--- src/rtl/dbe_pkg.sv ---
package dbe_pkg;
    typedef enum logic {
        CNT_DECR  = 1'b0,
        CNT_CLEAR = 1'b1
    } cnt_mode_e;
endpackage

--- src/rtl/dbe_counter.sv ---
module dbe_counter
    import dbe_pkg::*;
#(
    parameter int CNT_W = 8
) (
    input  logic             clk,
    input  logic             rst_n,
    input  logic             stb_i,
    input  logic             cond_i,
    input  logic             mchg_i,
    input  logic             clr_mode_i,
    input  logic [CNT_W-1:0] limit_i,
    output logic             reached_o,
    output logic             zero_o
);
    localparam int EXT_W = CNT_W + 1;

    typedef struct packed {
        logic [CNT_W-1:0] cnt;
    } cnt_st_t;

    cnt_st_t          st_d, st_q;
    logic [EXT_W-1:0] inc;
    logic [EXT_W-1:0] lim_ext;

    always_comb begin
        st_d      = st_q;
        inc       = {1'b0, st_q.cnt} + EXT_W'(1);
        lim_ext   = {1'b0, limit_i};
        zero_o    = (st_q.cnt == '0);
        reached_o = stb_i && cond_i && !mchg_i && (inc >= lim_ext);
        if (mchg_i) begin
            st_d.cnt = '0;
        end else if (stb_i) begin
            if (cond_i) begin
                st_d.cnt = (inc > lim_ext) ? limit_i : inc[CNT_W-1:0];
            end else if (clr_mode_i == CNT_CLEAR) begin
                st_d.cnt = '0;
            end else if (!zero_o) begin
                st_d.cnt = st_q.cnt - CNT_W'(1);
            end
        end
    end

    always_ff @(posedge clk) begin
        if (!rst_n) st_q <= '0;
        else        st_q <= st_d;
    end

    p_no_underflow_r11: assert property (@(posedge clk) disable iff (!rst_n)
        (stb_i && !cond_i && !mchg_i && st_q.cnt == '0) |=> st_q.cnt == '0);
    p_mode_chg_zero_r8: assert property (@(posedge clk) disable iff (!rst_n)
        mchg_i |=> st_q.cnt == '0);
    p_clear_on_false_r3: assert property (@(posedge clk) disable iff (!rst_n)
        (stb_i && !cond_i && clr_mode_i) |=> st_q.cnt == '0);
    p_clamp_r2: assert property (@(posedge clk) disable iff (!rst_n)
        (stb_i && cond_i && !mchg_i) |=> st_q.cnt <= $past(limit_i));
endmodule

--- src/rtl/dbe_event.sv ---
module dbe_event (
    input  logic clk,
    input  logic rst_n,
    input  logic stb_i,
    input  logic cond_i,
    input  logic mchg_i,
    input  logic clr_mode_i,
    input  logic latch_i,
    input  logic rd_clr_i,
    input  logic wake_en_i,
    input  logic reached_i,
    input  logic zero_i,
    output logic act_o,
    output logic set_o,
    output logic wake_o
);
    typedef struct packed {
        logic act;
        logic armed;
        logic wake;
    } ev_st_t;

    ev_st_t st_d, st_q;
    logic   false_smp;

    always_comb begin
        st_d      = st_q;
        false_smp = stb_i && !cond_i && !mchg_i;
        set_o     = reached_i && (!latch_i || st_q.armed);
        if (set_o) begin
            st_d.act = 1'b1;
        end else if (latch_i) begin
            if (rd_clr_i) st_d.act = 1'b0;
        end else if (false_smp && (clr_mode_i || zero_i)) begin
            st_d.act = 1'b0;
        end
        if (set_o)          st_d.armed = 1'b0;
        else if (false_smp) st_d.armed = 1'b1;
        st_d.wake = stb_i && wake_en_i && st_q.act;
    end

    always_ff @(posedge clk) begin
        if (!rst_n) st_q <= '{act: 1'b0, armed: 1'b1, wake: 1'b0};
        else        st_q <= st_d;
    end

    assign act_o  = st_q.act;
    assign wake_o = st_q.wake;

    p_latch_hold_r4: assert property (@(posedge clk) disable iff (!rst_n)
        (latch_i && act_o && !rd_clr_i) |=> act_o);
    p_set_wins_r10: assert property (@(posedge clk) disable iff (!rst_n)
        (latch_i && rd_clr_i && set_o) |=> act_o);
    p_wake_src_r9: assert property (@(posedge clk) disable iff (!rst_n)
        wake_o |-> $past(act_o) && $past(stb_i));
    p_unlatched_hold_r2: assert property (@(posedge clk) disable iff (!rst_n)
        (!latch_i && act_o && !(stb_i && !cond_i)) |=> act_o);
endmodule

--- src/rtl/dbe_flags.sv ---
module dbe_flags #(
    parameter int NAXES = 3
) (
    input  logic             clk,
    input  logic             rst_n,
    input  logic             stb_i,
    input  logic             mchg_i,
    input  logic             lim_zero_i,
    input  logic             latch_i,
    input  logic             rd_clr_i,
    input  logic             set_i,
    input  logic [NAXES-1:0] hit_i,
    input  logic [NAXES-1:0] pol_i,
    output logic [NAXES-1:0] flag_o,
    output logic [NAXES-1:0] pol_o
);
    typedef struct packed {
        logic [NAXES-1:0] flag;
        logic [NAXES-1:0] pol;
    } fl_st_t;

    fl_st_t st_d, st_q;
    logic   upd;

    always_comb begin
        st_d = st_q;
        upd  = set_i || (stb_i && !mchg_i && lim_zero_i);
        if (latch_i) begin
            st_d.flag = (rd_clr_i ? '0 : st_q.flag) | (set_i ? hit_i : '0);
        end else if (upd) begin
            st_d.flag = hit_i;
        end
        for (int i = 0; i < NAXES; i++) begin
            if (st_d.flag[i] && !st_q.flag[i]) st_d.pol[i] = pol_i[i];
        end
    end

    always_ff @(posedge clk) begin
        if (!rst_n) st_q <= '0;
        else        st_q <= st_d;
    end

    assign flag_o = st_q.flag;
    assign pol_o  = st_q.pol;

    p_latched_sticky_r5: assert property (@(posedge clk) disable iff (!rst_n)
        (latch_i && !rd_clr_i) |=> ((flag_o & $past(flag_o)) == $past(flag_o)));

    for (genvar g = 0; g < NAXES; g++) begin : g_pol_chk
        p_pol_hold_r7: assert property (@(posedge clk) disable iff (!rst_n)
            (flag_o[g] && st_d.flag[g]) |=> $stable(pol_o[g]));
    end
endmodule

--- src/rtl/dbnc_event_flag.sv ---
module dbnc_event_flag #(
    parameter int NAXES = 3,
    parameter int CNT_W = 8
) (
    input  logic             clk,
    input  logic             rst_n,
    input  logic             smp_stb,
    input  logic             cond_in,
    input  logic [NAXES-1:0] axis_hit,
    input  logic [NAXES-1:0] axis_pol_in,
    input  logic [CNT_W-1:0] dbc_count,
    input  logic             dbc_clear_mode,
    input  logic             latch_en,
    input  logic             wake_en,
    input  logic             rd_clr,
    input  logic             mode_chg,
    output logic             event_act,
    output logic [NAXES-1:0] axis_flag_out,
    output logic [NAXES-1:0] axis_pol_out,
    output logic             wake_rst
);
    logic reached, cnt_zero, ev_set, lim_zero;

    assign lim_zero = (dbc_count == '0);

    dbe_counter #(.CNT_W(CNT_W)) u_cnt (
        .clk(clk), .rst_n(rst_n), .stb_i(smp_stb), .cond_i(cond_in),
        .mchg_i(mode_chg), .clr_mode_i(dbc_clear_mode), .limit_i(dbc_count),
        .reached_o(reached), .zero_o(cnt_zero)
    );

    dbe_event u_ev (
        .clk(clk), .rst_n(rst_n), .stb_i(smp_stb), .cond_i(cond_in),
        .mchg_i(mode_chg), .clr_mode_i(dbc_clear_mode), .latch_i(latch_en),
        .rd_clr_i(rd_clr), .wake_en_i(wake_en), .reached_i(reached),
        .zero_i(cnt_zero), .act_o(event_act), .set_o(ev_set), .wake_o(wake_rst)
    );

    dbe_flags #(.NAXES(NAXES)) u_fl (
        .clk(clk), .rst_n(rst_n), .stb_i(smp_stb), .mchg_i(mode_chg),
        .lim_zero_i(lim_zero), .latch_i(latch_en), .rd_clr_i(rd_clr),
        .set_i(ev_set), .hit_i(axis_hit), .pol_i(axis_pol_in),
        .flag_o(axis_flag_out), .pol_o(axis_pol_out)
    );

    p_wake_pulse_r9: assert property (@(posedge clk) disable iff (!rst_n)
        wake_rst |=> !wake_rst || $past(smp_stb));
endmodule

--- config.mk ---
export PLATFORM = sky130hd
export DESIGN_NAME = dbnc_event_flag
export DESIGN_NICKNAME = d
export VERILOG_FILES = /design/src/rtl/dbe_pkg.sv /design/src/rtl/dbe_counter.sv /design/src/rtl/dbe_event.sv /design/src/rtl/dbe_flags.sv /design/src/rtl/dbnc_event_flag.sv
export SDC_FILE = /design/constraint.sdc
export NUM_CORES = 1
export LEC_CHECK = 0
export BUFFER_PORTS_ARGS = -buffer_cell sky130_fd_sc_hd__buf_2
export CAP_MARGIN = 20
export CORE_MARGIN = 2
export CORE_UTILIZATION = 45
export DETAILED_ROUTE_END_ITERATION = 12
export GPL_TIMING_DRIVEN = 0
export PLACE_DENSITY_LB_ADDON = 0.2
export SLEW_MARGIN = 30
export SYNTH_ARGS = -nofsm -noshare
export SYNTH_HDL_FRONTEND = slang
export SYNTH_HIERARCHICAL = 1
export SYNTH_SLANG_ARGS = --single-unit
export TNS_END_PERCENT = 50
--- constraint.sdc ---
create_clock -name clk -period 3.5 [get_ports clk]
set_input_delay 0.35 -clock clk [delete_from_list [all_inputs] [get_ports clk]]
set_output_delay 0.35 -clock clk [all_outputs]
set_load 0.005 [all_outputs]
==> results of run 1 <==
## metal layers
metal	up-vias	wire length (um)
li1	919	-
met1	822	2280
met2	65	1980
met3	7	302
met4	0	51
met5	-	0
## Yosys cell counts, types with 2 or more instances
cell	count	area (um^2)
or3_1	6	37.5
ha_1	11	138
nand2_1	20	75.1
a221oi_1	2	17.5
mux2i_1	3	30.0
or2_2	2	12.5
xnor2_1	4	35.0
nand3_1	17	85.1
or4_1	6	45.0
a21oi_1	10	50.1
nand4_1	3	18.8
o2111ai_1	4	35.0
buf_6	4	45.0
nor3_1	4	20.0
inv_1	17	63.8
nor2_1	9	33.8
o311a_2	2	22.5
o21a_1	3	22.5
dfxtp_1	17	340
a211o_1	2	17.5
clkbuf_2	2	10.0
nor2b_1	5	31.3
and3_1	6	37.5
nand2b_1	3	18.8
nor3b_1	2	15.0
clkbuf_1	2	7.51
a21o_1	3	22.5
o21ai_0	16	80.1
a31oi_1	5	31.3
o211ai_1	5	37.5
o21ai_1	4	20.0
## power breakdown
group          switching [mW]  internal [mW]  leakage, nW
Clock                  0.0807         0.0804       0.0217
Combinational          0.0998         0.0747        0.753
Sequential             0.0101          0.201        0.139
Total                   0.191          0.356        0.913
## through the flow
| step | std cells | total power [mW] | setup WS (ns) | util (%) | hold slack (ns) |
|---|---|---|---|---|---|
| global route | 308 | 0.581 | 0.0314 | 54.4 | 0.321 |
| finish | 308 | 0.546 | 0.261 | 54.4 | 0.317 |
| CTS | 308 | 0.545 | 0.0596 | 54.1 | 0.316 |
| detailed placement | 304 | 0.384 | 0.0673 | 52.8 | 0.452 |
| floorplan | 226 | 0.333 | 0.435 | - | 0.426 |
| global placement | 304 | 0.382 | 0.0885 | 52.8 | 0.444 |
## worst max path at each step
stage / start / endpoint / slack (ns) / cells after the start
finish: u_cnt/st_q[0] / u_fl/flag_o[2] / 0.26 / 13
global route: u_cnt/st_q[0] / u_fl/flag_o[2] / 0.03 / 13
CTS: u_cnt/st_q[0] / u_fl/flag_o[2] / 0.06 / 13
detailed placement: u_cnt/st_q[0] / u_fl/flag_o[2] / 0.07 / 13
global placement: u_cnt/st_q[0] / u_fl/flag_o[2] / 0.09 / 13
floorplan: u_cnt/st_q[0] / u_fl/flag_o[2] / 0.43 / 13
## worst register-to-register path, stage by stage, from the launching register on
cell      delay, ns
dfxtp_1        0.41
clkbuf_4       0.24
inv_1          0.08
ha_1           0.36
ha_1           0.34
nor2b_1        0.16
o21ai_2        0.17
a31oi_1        0.12
nor3_1         0.19
nor3_1         0.07
a21boi_0       0.15
buf_4          0.19
or4_1          0.52
o311a_2        0.15
## final cells by class
cell class / instances / area share, %
Multi-Input combinational cell: 181 / 62.3
Sequential cell: 17 / 17.1
Timing Repair Buffer: 30 / 7.54
Buffer: 11 / 4.33
Inverter: 17 / 3.20
Tap cell: 48 / 3.02
Clock buffer: 3 / 2.07
Clock inverter: 1 / 0.377
## flip-flops by register name, indices dropped and copies added, names as in the netlist
signal,flops
u_cnt/st_q,8
u_fl/flag_o,3
u_fl/pol_o,3
u_ev/act_o,1
u_ev/st_q,1
u_ev/wake_o,1
## cell families (layout without fill, tap and decap cells)
family / after synthesis / count (layout) / synth area share, %
simple gates: 94 / 94 / 32.0
compound gates: 68 / 68 / 27.3
buf+inv: 28 / 62 / 8.58
flops: 17 / 17 / 19.8
fa+ha+maj: 11 / 11 / 7.99
xor+xnor: 5 / 5 / 2.54
mux: 3 / 3 / 1.74
## what timing repair did
item | CTS | global route
hold buffers | 0 | 0
gates resized for setup | 0 | 5
endpoints found under the setup margin | 0 | 5
==> qor.tcl, run 1 <==
set qor(ir_worst_vdd_mv) 0.114
set qor(slew_headroom_pct) 61.3
set qor(reg2reg_to) {u_fl/flag_o[2]}
set qor(post-cts-setup-buffer-count) 0
set qor(tritoncts_clock_tree) {done}
set qor(globalplace.congestion) 0.855
set qor(worstHoldEndpoint) {u_fl/pol_o[0]}
set qor(async_reset_ff_share_pct) 0
set qor(regToRegStartpoint) {u_cnt/st_q[0]}
set qor(grt_util_all_layers_pct) 22.9
set qor(initial_core_utilization_pct) 47.0
set qor(yosys_register_bits) 17
set qor(setup.reg_to_reg.worst_slack_ns) 0.26
set qor(final_instance_area_um2) 1990
set qor(finalWorstPathRequiredPeriod_ns) 3.24
set qor(floorplan.core_area_um2) 3660
set qor(grt_util_met1_pct) 35.1
set qor(grt_busiest_layer) {met1}
set qor(clock_insertion_delay_worst_skew_ns) 0.26
set qor(worst-path-buf-inv) 3
set qor(cp.arrival_ns) 3.39
set qor(grt_setup_unrepaired) {false}
set qor(detailed_place.area_um2) 1930
set qor(total_leakage_power_nw) 0.913
set qor(synthDistinctLibCells) 58
set qor(antenna_cells_inserted) 0
set qor(final_max_slew_viol_count) 0
set qor(number_of_buffer_cells_added_on_primary_ports) 30
set qor(worstHoldPathType) {input port to flip-flop}
set qor(antenna_violating_nets_post_route) 0
set qor(clock_path_buffers) 2
set qor(final_layout_size_suffix_gt1_share_pct) 23.5
set qor(setup.worst_path.end_class) {flip-flop}
set qor(first_pass_iters) 4
set qor(hold_viol_final) 0
set qor(run_status) {finished clean}
set qor(synthesis.area_per_instance_um2) 7.62
set qor(power.density_cell_area_nw_per_um2) 274
set qor(fin_worst_skew_ns) 0.00390
set qor(timing.setup.tns_ns) 0
set qor(rows) 22
set qor(hp-start) {axis_pol_in[0]}
set qor(total_half_perimeter_wirelength_after_legalization_and_detailed_placement_mm) 3.53
set qor(use_met2_pct) 32.7
set qor(synth.yosys.seq_area_share_pct) 19.8
set qor(critical_path.max_fanout) 10
set qor(globalRoute.totalOverflow) 0
set qor(syn2layout_area_growth_pct) 15.7
set qor(remaining_design_rule_violation_count) 0
set qor(regArea_um2) 342
set qor(period_share_pct) 92.6
set qor(cts_made_buffers) 3
set qor(detailroute.via_count) 1813
set qor(routed_wl_mm) 4.62
set qor(initialDrtViolationCount) 130
set qor(clock_sink_count) 17
set qor(multi_input_area_um2) 1240
set qor(first_pass_grt_wire_length_mm) 7.62
set qor(wl_per_cell_um) 15.0
set qor(boundaryPins) 31
set qor(synth_flop_cell) {dfxtp_1}
set qor(drv_cap) 0
set qor(timing.reg2reg.worst_path_depth) 13
set qor(design.die.area_um2) 4340
set qor(layout_common_cells) {buf_2, nand2_1, nand3_1, inv_1, dfxtp_1}
set qor(critical-path-max-stage-delay_ns) 0.52
set qor(critPathLaunchType) {flip-flop}
set qor(fmax_mhz) 309
set qor(transition_time_of_the_tightest_slew_check_pin_ns) 0.580
set qor(final_net_count) 295
set qor(grt_use_met3_pct) 3.07
set qor(setup-violations-final) 0
set qor(cts.reportedPaths.clkPinSlew_ns) 0.08
set qor(vias_per_cell) 5.89
set qor(synth-warning-count) 6
set qor(post_synth_instance_area_um2) 1720
set qor(path_cells) {clkbuf_4 > inv_1 > ha_1 > ha_1 > nor2b_1 > o21ai_2 > a31oi_1 > nor3_1 > nor3_1 > a21boi_0 > buf_4 > or4_1 > o311a_2}
set qor(holdPathStages) 3
set qor(synth_edf_count) 0
set qor(clock_tree.htree_level_count) 1
set qor(cts_root_buffer) {clkbuf_8}
set qor(grt_start_max_net_pins) 12
set qor(critical_path_class) {flip-flop to flip-flop}
set qor(synthCells) 226
set qor(grt_pass1_vias) 1512
set qor(cpMaxStageDelayCell) {or4_1}
set qor(floorplan.die.width_um) 65.9
set qor(timing.critical_path.required_ns) 3.66
set qor(fillCellCount) 352
set qor(mostFrequentLayoutCell) {buf_2}
set qor(synth_fp_nets) 260
set qor(die-height_um) 65.9
set qor(path_delay_family) {simple AND/OR/NAND/NOR gates}
set qor(initial_antenna_violation_count) 0
Note: power is estimated with default switching activity, not from simulation.
==> run 2, diff against run 1 <==
- CELL_PAD_IN_SITES_DETAIL_PLACEMENT: unset -> 1
- CELL_PAD_IN_SITES_GLOBAL_PLACEMENT: unset -> 1
- CORE_UTILIZATION: 45 -> 41
==> run 2 against run 1 <==
Compared with the run above:
- utilization fell by 5.1 points
- combinational power rose by 2%
- wire length rose by 14%
- critical path depth did not move
- flip-flop and latch count did not move
- clock power barely moved
- register-to-register slack got worse by 0.05 ns
- final area fell by 0.19%
- total power rose by 0.14%
- sequential share of layout area barely moved
- critical endpoint unchanged
- largest cell class unchanged
- highest routed layer unchanged
==> qor.tcl, run 2 (same netlist as run 1, synthesis figures left out) <==
set qor(first_pass_grt_wire_length_mm) 8.49 ;# +11%
set qor(final_net_count) 295 ;# unchanged
set qor(detailroute.via_count) 1828 ;# +0.83%
set qor(slew_headroom_pct) 54.3 ;# -7.0 points
set qor(final_layout_size_suffix_gt1_share_pct) 23.1 ;# -0.38 points
set qor(floorplan.core_area_um2) 4030 ;# +10%
set qor(intPower_uw) 354 ;# -0.45%
set qor(syn2layout_area_growth_pct) 15.5
set qor(critical-path-max-stage-delay_ns) 0.51 ;# about the same
set qor(globalRoute.totalOverflow) 0 ;# unchanged
set qor(path_delay_family) {simple AND/OR/NAND/NOR gates}
set qor(fin_cells) 310 ;# +0.65%
set qor(clock_tree.htree_level_count) 1 ;# unchanged
set qor(clock_sink_count) 17 ;# unchanged
set qor(regToRegStartpoint) {u_cnt/st_q[0]}
set qor(cp.arrival_ns) 3.44 ;# +0.05 ns
set qor(worstHoldPathType) {input port to flip-flop}
set qor(fin_worst_skew_ns) 0.00147 ;# -0.00243 ns
set qor(critical_path_class) {flip-flop to flip-flop}
set qor(initial_core_utilization_pct) 42.7 ;# -4.3 points
set qor(grt_util_all_layers_pct) 24.4 ;# +1.5 points
set qor(final_max_slew_viol_count) 0 ;# unchanged
set qor(power.share.combinational_pct) 32.5 ;# +0.6 points
set qor(number_of_buffer_cells_added_on_primary_ports) 30 ;# unchanged
set qor(total_leakage_power_nw) 0.917 ;# +0.47%
set qor(antenna_violating_nets_post_route) 0 ;# unchanged
set qor(fillCellCount) 543 ;# +54%
set qor(transition_time_of_the_tightest_slew_check_pin_ns) 0.686 ;# +0.107 ns
set qor(fmax_mhz) 304 ;# -1.6%
set qor(critPathLaunchType) {flip-flop}
set qor(layout_common_cells) {buf_2, nand2_1, nand3_1, inv_1, dfxtp_1}
set qor(registers.top_by_ff_count) {u_cnt/st_q}
set qor(antenna_cells_inserted) 0 ;# unchanged
set qor(cpMaxStageDelayCell) {or4_1}
set qor(grt_start_max_net_pins) 11 ;# -1
set qor(critical_path.max_fanout) 10 ;# unchanged
set qor(grt_setup_unrepaired) {false}
set qor(ir_worst_vdd_mv) 0.187 ;# +63%
set qor(wl_per_cell_um) 16.9 ;# +13%
set qor(setup.reg_to_reg.worst_slack_ns) 0.21 ;# -0.05 ns
set qor(mostFrequentLayoutCell) {buf_2}
set qor(rows) 23 ;# +4.5%
set qor(timing.critical_path.required_ns) 3.65 ;# about the same
set qor(boundaryPins) 31 ;# unchanged
set qor(tritoncts_clock_tree) {done}
set qor(remaining_design_rule_violation_count) 0 ;# unchanged
set qor(power.sequential.fraction_pct) 38.6 ;# about the same
set qor(total_half_perimeter_wirelength_after_legalization_and_detailed_placement_mm) 4.10 ;# +16%
set qor(clock_insertion_delay_worst_skew_ns) 0.26 ;# about the same
set qor(design.die.area_um2) 4730 ;# +9.1%
set qor(drv_cap) 0 ;# unchanged
set qor(place.detailed.instances) 306 ;# +0.66%
set qor(globalplace.congestion) 0.790 ;# -7.5%
set qor(total_switching_power_uw) 193 ;# +1.2%
set qor(period_share_pct) 94.1 ;# +1.5 points
set qor(vias_per_cell) 5.90 ;# +0.18%
set qor(die-height_um) 68.8 ;# +4.5%
set qor(timing.hold.ws_ns) 0.323 ;# +0.00554 ns
set qor(timing.setup.tns_ns) 0 ;# unchanged
set qor(critPathLaunch) {u_cnt/st_q[0]}
set qor(power.density_cell_area_nw_per_um2) 275 ;# +0.33%
set qor(first_pass_iters) 4 ;# unchanged
set qor(initialDrtViolationCount) 140 ;# +7.7%
set qor(hp-start) {rst_n}
set qor(post-cts-setup-buffer-count) 0 ;# unchanged
set qor(power.share.clock_pct) 28.9 ;# -0.6 points
set qor(routed_wl_mm) 5.25 ;# +14%
set qor(path_cells) {clkbuf_4 > inv_1 > ha_1 > ha_1 > nor2b_1 > o21ai_2 > a31oi_1 > nor3_1 > nor3_1 > a21boi_1 > buf_4 > or4_1 > o311a_2}
set qor(cts.hold.buffers_added) 0 ;# unchanged
set qor(run_status) {finished clean}
set qor(setup-violations-final) 0 ;# unchanged
set qor(initial_antenna_violation_count) 0 ;# unchanged
set qor(cts.reportedPaths.clkPinSlew_ns) 0.08 ;# about the same
set qor(cts_root_buffer) {clkbuf_8}
set qor(switching_share_pct) 35.3 ;# +0.38 points
set qor(floorplan.die.width_um) 68.8 ;# +4.5%
set qor(hold_viol_final) 0 ;# unchanged
set qor(worst-path-buf-inv) 3 ;# unchanged
set qor(grt_pass1_vias) 1665 ;# +10%
set qor(clock_path_buffers) 2 ;# unchanged
set qor(finalWorstPathRequiredPeriod_ns) 3.29 ;# +0.0531 ns
set qor(largest_register_ffs) 8 ;# unchanged
set qor(cts_made_buffers) 3 ;# unchanged
set qor(finalCoreUtilization_pct) 49.3 ;# -5.1 points
set qor(setup.worst_path.end_class) {flip-flop}
run 2: cell count changes in the layout (fill, tap and decap cells not counted), sizes merged:
cell	previous run	this run
clkinvlp	1	0
clkinv	0	1
run 2: area by class of cell:
cell class / count / area (um^2) / share of cell area, %
plain buffers: 11 / 86.3 / 4.34
clock buffers: 3 / 41.3 / 2.08
clock inverters: 1 / 5.00 / 0.252
inverters: 17 / 63.8 / 3.21
multi-input cells: 181 / 1240 / 62.2
flip-flops and latches: 17 / 342 / 17.2
well taps: 50 / 62.6 / 3.15
repair buffers: 30 / 150 / 7.55
run 2: timing repair:
item | CTS | global route
hold endpoints to repair | 0 | 0
endpoints found under the setup margin | 2 | 4
resized for setup | 1 | 4
run 2: metrics by stage:
step	area, um^2	total power, mW	setup slack, ns
after floorplan	1720	0.333	0.435
after global placement	1930	0.387	0.0577
after detailed placement	1930	0.390	-0.0470
after CTS	1980	0.549	0.0548
after global routing	1990	0.578	0.00149
final	1990	0.547	0.207
run 2: metal layers:
layer | vias up | GRT usage, % | share of wire, %
li1 | 915 | - | -
met1 | 871 | 35.1 | 49
met2 | 40 | 39.5 | 45
met3 | 2 | 3.73 | 5.3
met4 | 0 | 2.94 | 0.51
met5 | - | 0 | 0
run 2: final timing paths:
kind               endpoint  depth (start not counted)
max reg2reg  u_fl/flag_o[2]                         13
min            u_ev/st_q[1]                          2
max          u_fl/flag_o[2]                         13
min reg2reg   u_fl/pol_o[2]                          2
run 2: power by group through the flow:
stage                     Sequential (mW)  Clock [mW]  Combinational (mW)
after CTS                           0.211       0.162               0.176
after global placement              0.215           0               0.172
after floorplan                     0.213           0               0.120
after detailed placement            0.215           0               0.175
final                               0.211       0.158               0.178
after global routing                0.212       0.166               0.199
